**config.mk**
```make
export PLATFORM = sky130hd
export DESIGN_NAME = bmu_alu
export DESIGN_NICKNAME = d
export VERILOG_FILES = /design/src/rtl/bmu_pkg.sv /design/src/rtl/bmu_count.sv /design/src/rtl/bmu_perm.sv /design/src/rtl/bmu_cmp.sv /design/src/rtl/bmu_alu.sv
export SDC_FILE = /design/constraint.sdc
export NUM_CORES = 1
export LEC_CHECK = 0
export ABC_AREA = 0
export BUFFER_PORTS_ARGS = -buffer_cell sky130_fd_sc_hd__buf_2
export CAP_MARGIN = 20
export CORE_MARGIN = 1
export CORE_UTILIZATION = 40
export DETAILED_ROUTE_END_ITERATION = 8
export GPL_TIMING_DRIVEN = 0
export PLACE_DENSITY = 0.68
export SYNTH_ARGS = -nofsm -noshare
export SYNTH_HDL_FRONTEND = slang
export SYNTH_SLANG_ARGS = --single-unit
```
**constraint.sdc**
```tcl
create_clock -name clk -period 1.44 [get_ports clk]
set_input_delay 0.072 -clock clk [delete_from_list [all_inputs] [get_ports clk]]
set_output_delay 0.072 -clock clk [all_outputs]
set_load 0.03 [all_outputs]
```
**src/rtl/bmu_pkg.sv**
```systemverilog
package bmu_pkg;

    localparam int OP_W     = 5;
    localparam int NUM_OPS  = 18;

    typedef enum logic [OP_W-1:0] {
        OP_ANDN  = 5'd0,
        OP_ORN   = 5'd1,
        OP_XNOR  = 5'd2,
        OP_CLZ   = 5'd3,
        OP_CTZ   = 5'd4,
        OP_CPOP  = 5'd5,
        OP_MIN   = 5'd6,
        OP_MINU  = 5'd7,
        OP_MAX   = 5'd8,
        OP_MAXU  = 5'd9,
        OP_SEXTB = 5'd10,
        OP_SEXTH = 5'd11,
        OP_ZEXTH = 5'd12,
        OP_ROL   = 5'd13,
        OP_ROR   = 5'd14,
        OP_RORI  = 5'd15,
        OP_ORCB  = 5'd16,
        OP_REV8  = 5'd17
    } bmu_op_e;

endpackage

```
**src/rtl/bmu_count.sv**
```systemverilog
module bmu_count #(
    parameter int XLEN = 32,
    localparam int CW  = $clog2(XLEN) + 1
) (
    input  logic [XLEN-1:0] src,
    output logic [CW-1:0]   lead_zeros,
    output logic [CW-1:0]   trail_zeros,
    output logic [CW-1:0]   ones
);

    always_comb begin
        lead_zeros = CW'(XLEN);
        for (int i = 0; i < XLEN; i++) begin
            if (src[i]) lead_zeros = CW'(XLEN - 1 - i);
        end
    end

    always_comb begin
        trail_zeros = CW'(XLEN);
        for (int i = XLEN - 1; i >= 0; i--) begin
            if (src[i]) trail_zeros = CW'(i);
        end
    end

    always_comb begin
        ones = '0;
        for (int i = 0; i < XLEN; i++) begin
            ones = ones + CW'(src[i]);
        end
    end

endmodule

```
**src/rtl/bmu_perm.sv**
```systemverilog
module bmu_perm #(
    parameter int XLEN = 32,
    localparam int SHW = $clog2(XLEN),
    localparam int NB  = XLEN / 8
) (
    input  logic [XLEN-1:0] src,
    input  logic [SHW-1:0]  amt,
    input  logic            dir_left,
    output logic [XLEN-1:0] rotated,
    output logic [XLEN-1:0] byte_rev,
    output logic [XLEN-1:0] byte_orc
);

    logic [2*XLEN-1:0] dbl_l;
    logic [2*XLEN-1:0] dbl_r;

    always_comb begin
        dbl_l   = {src, src} << amt;
        dbl_r   = {src, src} >> amt;
        rotated = dir_left ? dbl_l[2*XLEN-1:XLEN] : dbl_r[XLEN-1:0];
    end

    for (genvar b = 0; b < NB; b++) begin : g_byte
        assign byte_rev[8*b +: 8] = src[8*(NB-1-b) +: 8];
        assign byte_orc[8*b +: 8] = {8{|src[8*b +: 8]}};
    end

endmodule

```
**src/rtl/bmu_cmp.sv**
```systemverilog
module bmu_cmp #(
    parameter int XLEN = 32
) (
    input  logic [XLEN-1:0] a,
    input  logic [XLEN-1:0] b,
    output logic            lt_signed,
    output logic            lt_unsigned
);

    always_comb begin
        lt_unsigned = a < b;
        lt_signed   = (a[XLEN-1] != b[XLEN-1]) ? a[XLEN-1] : lt_unsigned;
    end

endmodule

```
**src/rtl/bmu_alu.sv**
```systemverilog
module bmu_alu
    import bmu_pkg::*;
#(
    parameter int XLEN = 32,
    localparam int SHW = $clog2(XLEN),
    localparam int CW  = $clog2(XLEN) + 1
) (
    input  logic            clk,
    input  logic            rst_n,
    input  logic            in_valid,
    input  logic [OP_W-1:0] op,
    input  logic [XLEN-1:0] rs1,
    input  logic [XLEN-1:0] rs2,
    input  logic [SHW-1:0]  imm,
    output logic            out_valid,
    output logic [XLEN-1:0] result,
    output logic            illegal_op
);

    typedef struct packed {
        logic            vld;
        logic            bad;
        logic [XLEN-1:0] res;
    } out_state_t;

    out_state_t state_d, state_q;

    logic [CW-1:0]   cnt_lz, cnt_tz, cnt_pop;
    logic            lt_s, lt_u;
    logic [SHW-1:0]  rot_amt;
    logic            rot_left;
    logic [XLEN-1:0] rot_res, rev_res, orc_res;
    bmu_op_e         op_e;

    assign op_e     = bmu_op_e'(op);
    assign rot_amt  = (op_e == OP_RORI) ? imm : rs2[SHW-1:0];
    assign rot_left = (op_e == OP_ROL);

    bmu_count #(.XLEN(XLEN)) u_count (
        .src         (rs1),
        .lead_zeros  (cnt_lz),
        .trail_zeros (cnt_tz),
        .ones        (cnt_pop)
    );

    bmu_cmp #(.XLEN(XLEN)) u_cmp (
        .a           (rs1),
        .b           (rs2),
        .lt_signed   (lt_s),
        .lt_unsigned (lt_u)
    );

    bmu_perm #(.XLEN(XLEN)) u_perm (
        .src      (rs1),
        .amt      (rot_amt),
        .dir_left (rot_left),
        .rotated  (rot_res),
        .byte_rev (rev_res),
        .byte_orc (orc_res)
    );

    always_comb begin
        state_d     = state_q;
        state_d.vld = in_valid;
        if (in_valid) begin
            state_d.bad = 1'b0;
            unique case (op_e)
                OP_ANDN:  state_d.res = rs1 & ~rs2;
                OP_ORN:   state_d.res = rs1 | ~rs2;
                OP_XNOR:  state_d.res = ~(rs1 ^ rs2);
                OP_CLZ:   state_d.res = XLEN'(cnt_lz);
                OP_CTZ:   state_d.res = XLEN'(cnt_tz);
                OP_CPOP:  state_d.res = XLEN'(cnt_pop);
                OP_MIN:   state_d.res = lt_s ? rs1 : rs2;
                OP_MAX:   state_d.res = lt_s ? rs2 : rs1;
                OP_MINU:  state_d.res = lt_u ? rs1 : rs2;
                OP_MAXU:  state_d.res = lt_u ? rs2 : rs1;
                OP_SEXTB: state_d.res = {{(XLEN-8){rs1[7]}}, rs1[7:0]};
                OP_SEXTH: state_d.res = {{(XLEN-16){rs1[15]}}, rs1[15:0]};
                OP_ZEXTH: state_d.res = {{(XLEN-16){1'b0}}, rs1[15:0]};
                OP_ROL, OP_ROR, OP_RORI: state_d.res = rot_res;
                OP_ORCB:  state_d.res = orc_res;
                OP_REV8:  state_d.res = rev_res;
                default: begin
                    state_d.res = '0;
                    state_d.bad = 1'b1;
                end
            endcase
        end
    end

    always_ff @(posedge clk or negedge rst_n) begin
        if (!rst_n) state_q <= '0;
        else        state_q <= state_d;
    end

    assign out_valid  = state_q.vld;
    assign result     = state_q.res;
    assign illegal_op = state_q.bad;

endmodule

```
==> key figures, run 1 <==
Logic synthesis
  – Largest cells by area after synthesis: ha_1 8.4%, dfrtp_1 7.5%, nand2_1 6.4%
  – Fraction of the mapped netlist area in adder cells: 12.66%
  – Number of storage elements in the synthesis netlist: 34
  – Dominant combinational cell family by area after synthesis: compound AO/OA/AOI/OAI gates
  – Number of distinct library cells after synthesis: 91
  – Sequential fraction of the synthesis area: 7.528%
  – Fraction of the mapped netlist area in compound gates: 40.02%
  – FFs w/ async S/R, synth: 100.0%
  – Post-Synthesis Cell Area: 0.01130 mm2
  – Basic-gate share of the synthesized area counting and, or, nand and nor cells: 24.71%
  – Xor/xnor share of the synthesized area: 0.2325%
  – Count of flip-flops with a built-in enable after synthesis: 0
  – Area leader, netlist: ha_1
  – Number of instances in the synthesized netlist: 1643
  – Fraction of synthesized cell area taken by the top area cell type: 8.414%
  – Portion of netlist area occupied by mux cells: 5.923%
  – Count of warnings emitted by yosys: 0
  – Post-synthesis net count: 1820
  – Dominant synthesized flop cell: dfrtp_1
  – Synthesized area per cell: 6.879 um2

Placed design
  – Post-place setup slack: -5179 ps
  – Number of I/O port buffers: 109
  – Post-detail-place hpwl: 67.23 mm
  – Routability congestion estimate from global placement: 1.225

Clock network
  – Number of H-tree branching levels: 2
  – Number of CTS-inserted buffers: 5
  – Maximum buffer depth of the clock tree: 2
  – Clk sinks: 34
  – Clk Tree Root Cell: clkbuf_16

Run status
  – Stage where the run ended: global routing (5_1_grt)
  – Error msg: [ERROR GRT-0232] Routing congestion too high. Check the congestion heatmap in the GUI.
  – Status: aborted with a tool error

Floorplanning
  – Number of rows created at floorplan: 61
  – I/O Pins: 111
  – Starting density of the core: 40.68%
  – Chip Height: 170.1 um
  – DIE WIDTH: 170.1 um

GRT
  – Global-route usage over all layers: 61.90%
  – Largest net degree at the start of global routing: 35
  – Grt total ovfl: 2
## metal layers
| metal | GRT overflow | GRT usage [%] |
|---|---|---|
| met5 | 0 | 4.174 |
| met4 | 0 | 54.64 |
| met3 | 0 | 35.37 |
| met2 | 2 | 81.34 |
| met1 | 0 | 69.97 |
## Yosys cell counts, drive strengths merged, types with 34 or more instances
cell type  instances
a221oi            36
a31oi             44
buf               59
dfrtp             34
mux2i             41
inv               97
a32oi             50
a211oi            45
a21oi             75
nor2              92
a22oi             62
ha                76
nand4             39
o21ai            108
clkbuf            90
nand3            123
o22ai             34
nand2            195
## what timing repair did
item | 4_1_cts
endpoints found under the hold margin | 35
buffers inserted | 39
hold buffers | 2
pin swaps | 52
endpoints found under the setup margin | 33
resized for setup | 149
## cell families after synthesis
kind of cell	Yosys count
compound gates	629
xor+xnor	3
fa+ha+maj	100
simple gates	575
buf+inv	246
mux	56
flops	34
## stage by stage
stage / TNS [ps] / hold slack [ps] / instances / instance area, um2
after global placement: -93690 / 174.8 / 2130 / 12660
after floorplan: -57360 / -223.6 / 1643 / 11640
after detailed placement: -93900 / 206.4 / 2130 / 12660
after CTS: -83650 / 166.0 / 2177 / 13880
==> run 2, diff against run 1 <==
--- a/config.mk
+++ b/config.mk
@@ -9,10 +9,10 @@
 export BUFFER_PORTS_ARGS = -buffer_cell sky130_fd_sc_hd__buf_2
 export CAP_MARGIN = 20
 export CORE_MARGIN = 1
-export CORE_UTILIZATION = 40
+export CORE_UTILIZATION = 25
 export DETAILED_ROUTE_END_ITERATION = 8
 export GPL_TIMING_DRIVEN = 0
-export PLACE_DENSITY = 0.68
+export PLACE_DENSITY_LB_ADDON = 0.15
 export SYNTH_ARGS = -nofsm -noshare
 export SYNTH_HDL_FRONTEND = slang
 export SYNTH_SLANG_ARGS = --single-unit
==> constraint.sdc (replaced) <==
create_clock -name clk -period 1.9 [get_ports clk]
set_input_delay 0.095 -clock clk [delete_from_list [all_inputs] [get_ports clk]]
set_output_delay 0.095 -clock clk [all_outputs]
set_load 0.03 [all_outputs]
==> run 2 against run 1 <==
  * The flow now finishes, with violations (setup timing)
  * Area after synthesis unchanged
  * Synthesized cell count unchanged
==> key figures, run 2 <==
GRT
  – Largest net degree at the start of global routing: 35
  – Number of antenna violations at the first check in global routing: 1
  – First-pass GRT wire length: 140.5 mm
  – Vias in the first global route: 15930
  – Grt total ovfl: 0
  – Global-route usage over all layers: 43.89%

Final layout
  – Leading cell types in the layout, fill and taps excluded: 193 x nand2_1, 137 x buf_2, 115 x nand3_1, 87 x nor2_1, 74 x inv_1
  – Final #Nets: 1996
  – Area grow syn2layout: 29.69%
  – Flip-flop count of the largest register, all copies and words added: 32
  – Leading cell type in the layout, fill and taps excluded: nand2_1
  – Final design utilization: 33.00%
  – Fraction of layout cells with a size suffix above 1: 24.85%

Logic synthesis
  – Commonest cells in the netlist: 194 x nand2_1, 120 x nand3_1, 96 x inv_1, 91 x nor2_1, 90 x clkbuf_1
  – Sequential fraction of the synthesis area: 7.528% (unchanged)
  – Dominant combinational cell family by area after synthesis: compound AO/OA/AOI/OAI gates
  – Number of distinct library cells after synthesis: 91 (unchanged)
  – Synthesized area per cell: 6.879 um2 (unchanged)
  – Portion of netlist area occupied by mux cells: 5.923% (unchanged)
  – Post-synthesis net count: 1820 (unchanged)
  – Fraction of the mapped netlist area in compound gates: 40.02% (unchanged)
  – Xor/xnor share of the synthesized area: 0.2325% (unchanged)
  – Fraction of synthesized cell area taken by the top area cell type: 8.414% (unchanged)
  – Post-Synthesis Cell Area: 0.01130 mm2 (unchanged)
  – FFs w/ async S/R, synth: 100.0% (unchanged)
  – Most frequently used cell type in the post-synthesis netlist: nand2_1
  – Largest cells by area after synthesis: ha_1 8.4%, dfrtp_1 7.5%, nand2_1 6.4%
  – Count of warnings emitted by yosys: 0 (unchanged)
  – Fraction of the mapped netlist area in adder cells: 12.66% (unchanged)
  – Basic-gate share of the synthesized area counting and, or, nand and nor cells: 24.71% (unchanged)
  – Number of instances in the synthesized netlist: 1643 (unchanged)
  – Area leader, netlist: ha_1
  – Number of storage elements in the synthesis netlist: 34 (unchanged)
  – Dominant synthesized flop cell: dfrtp_1
  – Count of flip-flops with a built-in enable after synthesis: 0 (unchanged)

Timing
  – Post-layout min period: 5870 ps
  – RSZ-0062 raised after global routing: true
  – Layout Skew: 0 ps
  – Total negative slack for setup checks: -67420 ps
  – Final setup violation count: 32
  – Final Slew Violations: 0
  – Achievable Freq: 170.4 MHz
  – Transition at the pin with the smallest max-transition slack: 1243 ps
  – Hold violation count in the final report: 0
  – Tcrit/Tclk final: 308.9%
  – Post-layout worst setup margin: -3970 ps
  – Rel. slew slack: 16.57%

Floorplanning
  – Chip Height: 214.6 um (+26%)
  – DIE WIDTH: 214.6 um (+26%)
  – Number of rows created at floorplan: 77 (+26%)
  – Die area: 0.04606 mm2
  – Starting density of the core: 25.45% (-15 points)
  – Floorplan core area: 0.04441 mm2
  – I/O Pins: 111 (unchanged)

Pwr
  – Max IR drop VDD: 0.002171 V
  – Power density cells: 664.8 mW/mm2
  – Total leakage power: 5.815 nW

Job
  – Max-Cap Viols: 0

Drt
  – Avg Vias per Cell: 7.044
  – Number of DRC violations after detailed routing: 0
  – Number of violations reported at the end of detailed-routing iteration 0: 2757
  – Pre-Repair DR Iteration Count: 7
  – Remaining antenna violation count: 0
  – Number of vias in the routed layout: 16997
  – Routed Wire Length: 104.1 mm
  – Detail-routed net length per standard cell: 43.14 um

Placed design
  – Number of I/O port buffers: 109 (unchanged)
  – Routability congestion estimate from global placement: 1.058 (-14%)
  – Post-detail-place hpwl: 82.48 mm (+23%)

Worst setup path
  – Worst Path Max Fanout: 10
  – Critical path data required time: 2040 ps
  – Arrival time worst endpoint: 6010 ps
  – Element type at the critical path start: primary input
  – Critical Path End Type: flop
  – Startpoint-to-endpoint class of the critical path: in -> reg

Clock network
  – Clk sinks: 34 (unchanged)
  – Maximum buffer depth of the clock tree: 2 (unchanged)
  – Number of H-tree branching levels: 2 (unchanged)
  – Number of CTS-inserted buffers: 5 (unchanged)
  – CTS clk-pin slew, worst paths: 50 ps
  – Clock latency of the later-clocked register in the worst-skew pair: 280 ps
  – Clk Tree Root Cell: clkbuf_16
  – Clock tree from TritonCTS: built

Run status
  – Status: finished with violations
  – Violated checks: setup timing

Min path
  – Worst min path class: in -> reg
run 2: cell counts after synthesis:
Identical to the previous run, type by type.
run 2: where the power goes:
part           switching (mW)  internal (mW)
Clock                   0.321          0.474
Combinational            5.04           3.06
Sequential             0.0496          0.799
Total                    5.41           4.33
run 2: metal layers:
layer | global-route usage, % | vias to the layer above | part of all wire (%)
met4 | 25.90 | 0 | 7.8
met1 | 58.43 | 8474 | 40
li1 | - | 6766 | -
met5 | 0 | - | 0
met2 | 64.95 | 1404 | 41
met3 | 9.206 | 353 | 11
run 2: worst max-delay path, stage by stage:
cell	delay (ps)
buf_4	200
buf_8	180
inv_2	120
fa_2	580
fa_2	450
fa_2	540
fa_1	430
fa_1	520
fa_1	440
fa_2	390
fa_2	440
xnor2_2	160
a221o_1	330
a21oi_2	100
nand4_1	300
a211o_1	380
o21ai_2	210
o221ai_2	120
run 2: cell type report:
cell class              count  area, um2
fillers                  4908      29760
clock inverters             2      10.01
well taps                 592      740.7
inverters                  97      414.1
clock buffers               5      125.1
flip-flops and latches     34      850.8
diodes                      2      5.005
repair buffers            171       1179
multi-input cells        1363      10400
plain buffers             147      937.1
run 2: kinds of logic after synthesis:
kind of cell,count (synthesis)
AOI/OAI and AO/OA,629
and+or+nand+nor,575
buffers and inverters,246
adders and majority gates,100
muxes,56
DFF,34
xor gates and xnor gates,3
run 2: path summary, 6_finish.rpt:
path	startpoint	to	slack, ps	depth (start not counted)
max	rs1[10]	result[2]	-3970	18
min	rs2[10]	result[10]	220	3
max reg2reg	result[17]	result[17]	-400	7
min reg2reg	illegal_op	illegal_op	500	2
max in group asynchronous	rst_n	result[0]	920	2
min in group asynchronous	rst_n	illegal_op	450	2
run 2: timing repair:
action                     in CTS  in global routing
hold buffers                    2                  0
cloned                          0                  0
setup endpoints to repair      33                 33
pin swaps                      48                 35
setup buffers                  38                 18
hold endpoints to repair       35                  0
gates resized for setup       216                 42
run 2: metrics by stage:
stage / cells / hold WS, ps / setup slack (ps) / instance area (um2) / total power, mW
finish: 2413 / 222.9 / -3970 / 14660 / 9.745
global route: 2411 / 233.8 / -4011 / 14650 / 10.07
floorplan: 1643 / -200.6 / -3374 / 11640 / 4.457
global placement: 2344 / 235.1 / -4968 / 12930 / 7.172
detailed placement: 2350 / 230.8 / -4928 / 12990 / 7.160
CTS: 2395 / 202.5 / -4058 / 14370 / 9.284
Note: power is estimated with default switching activity, not from simulation.
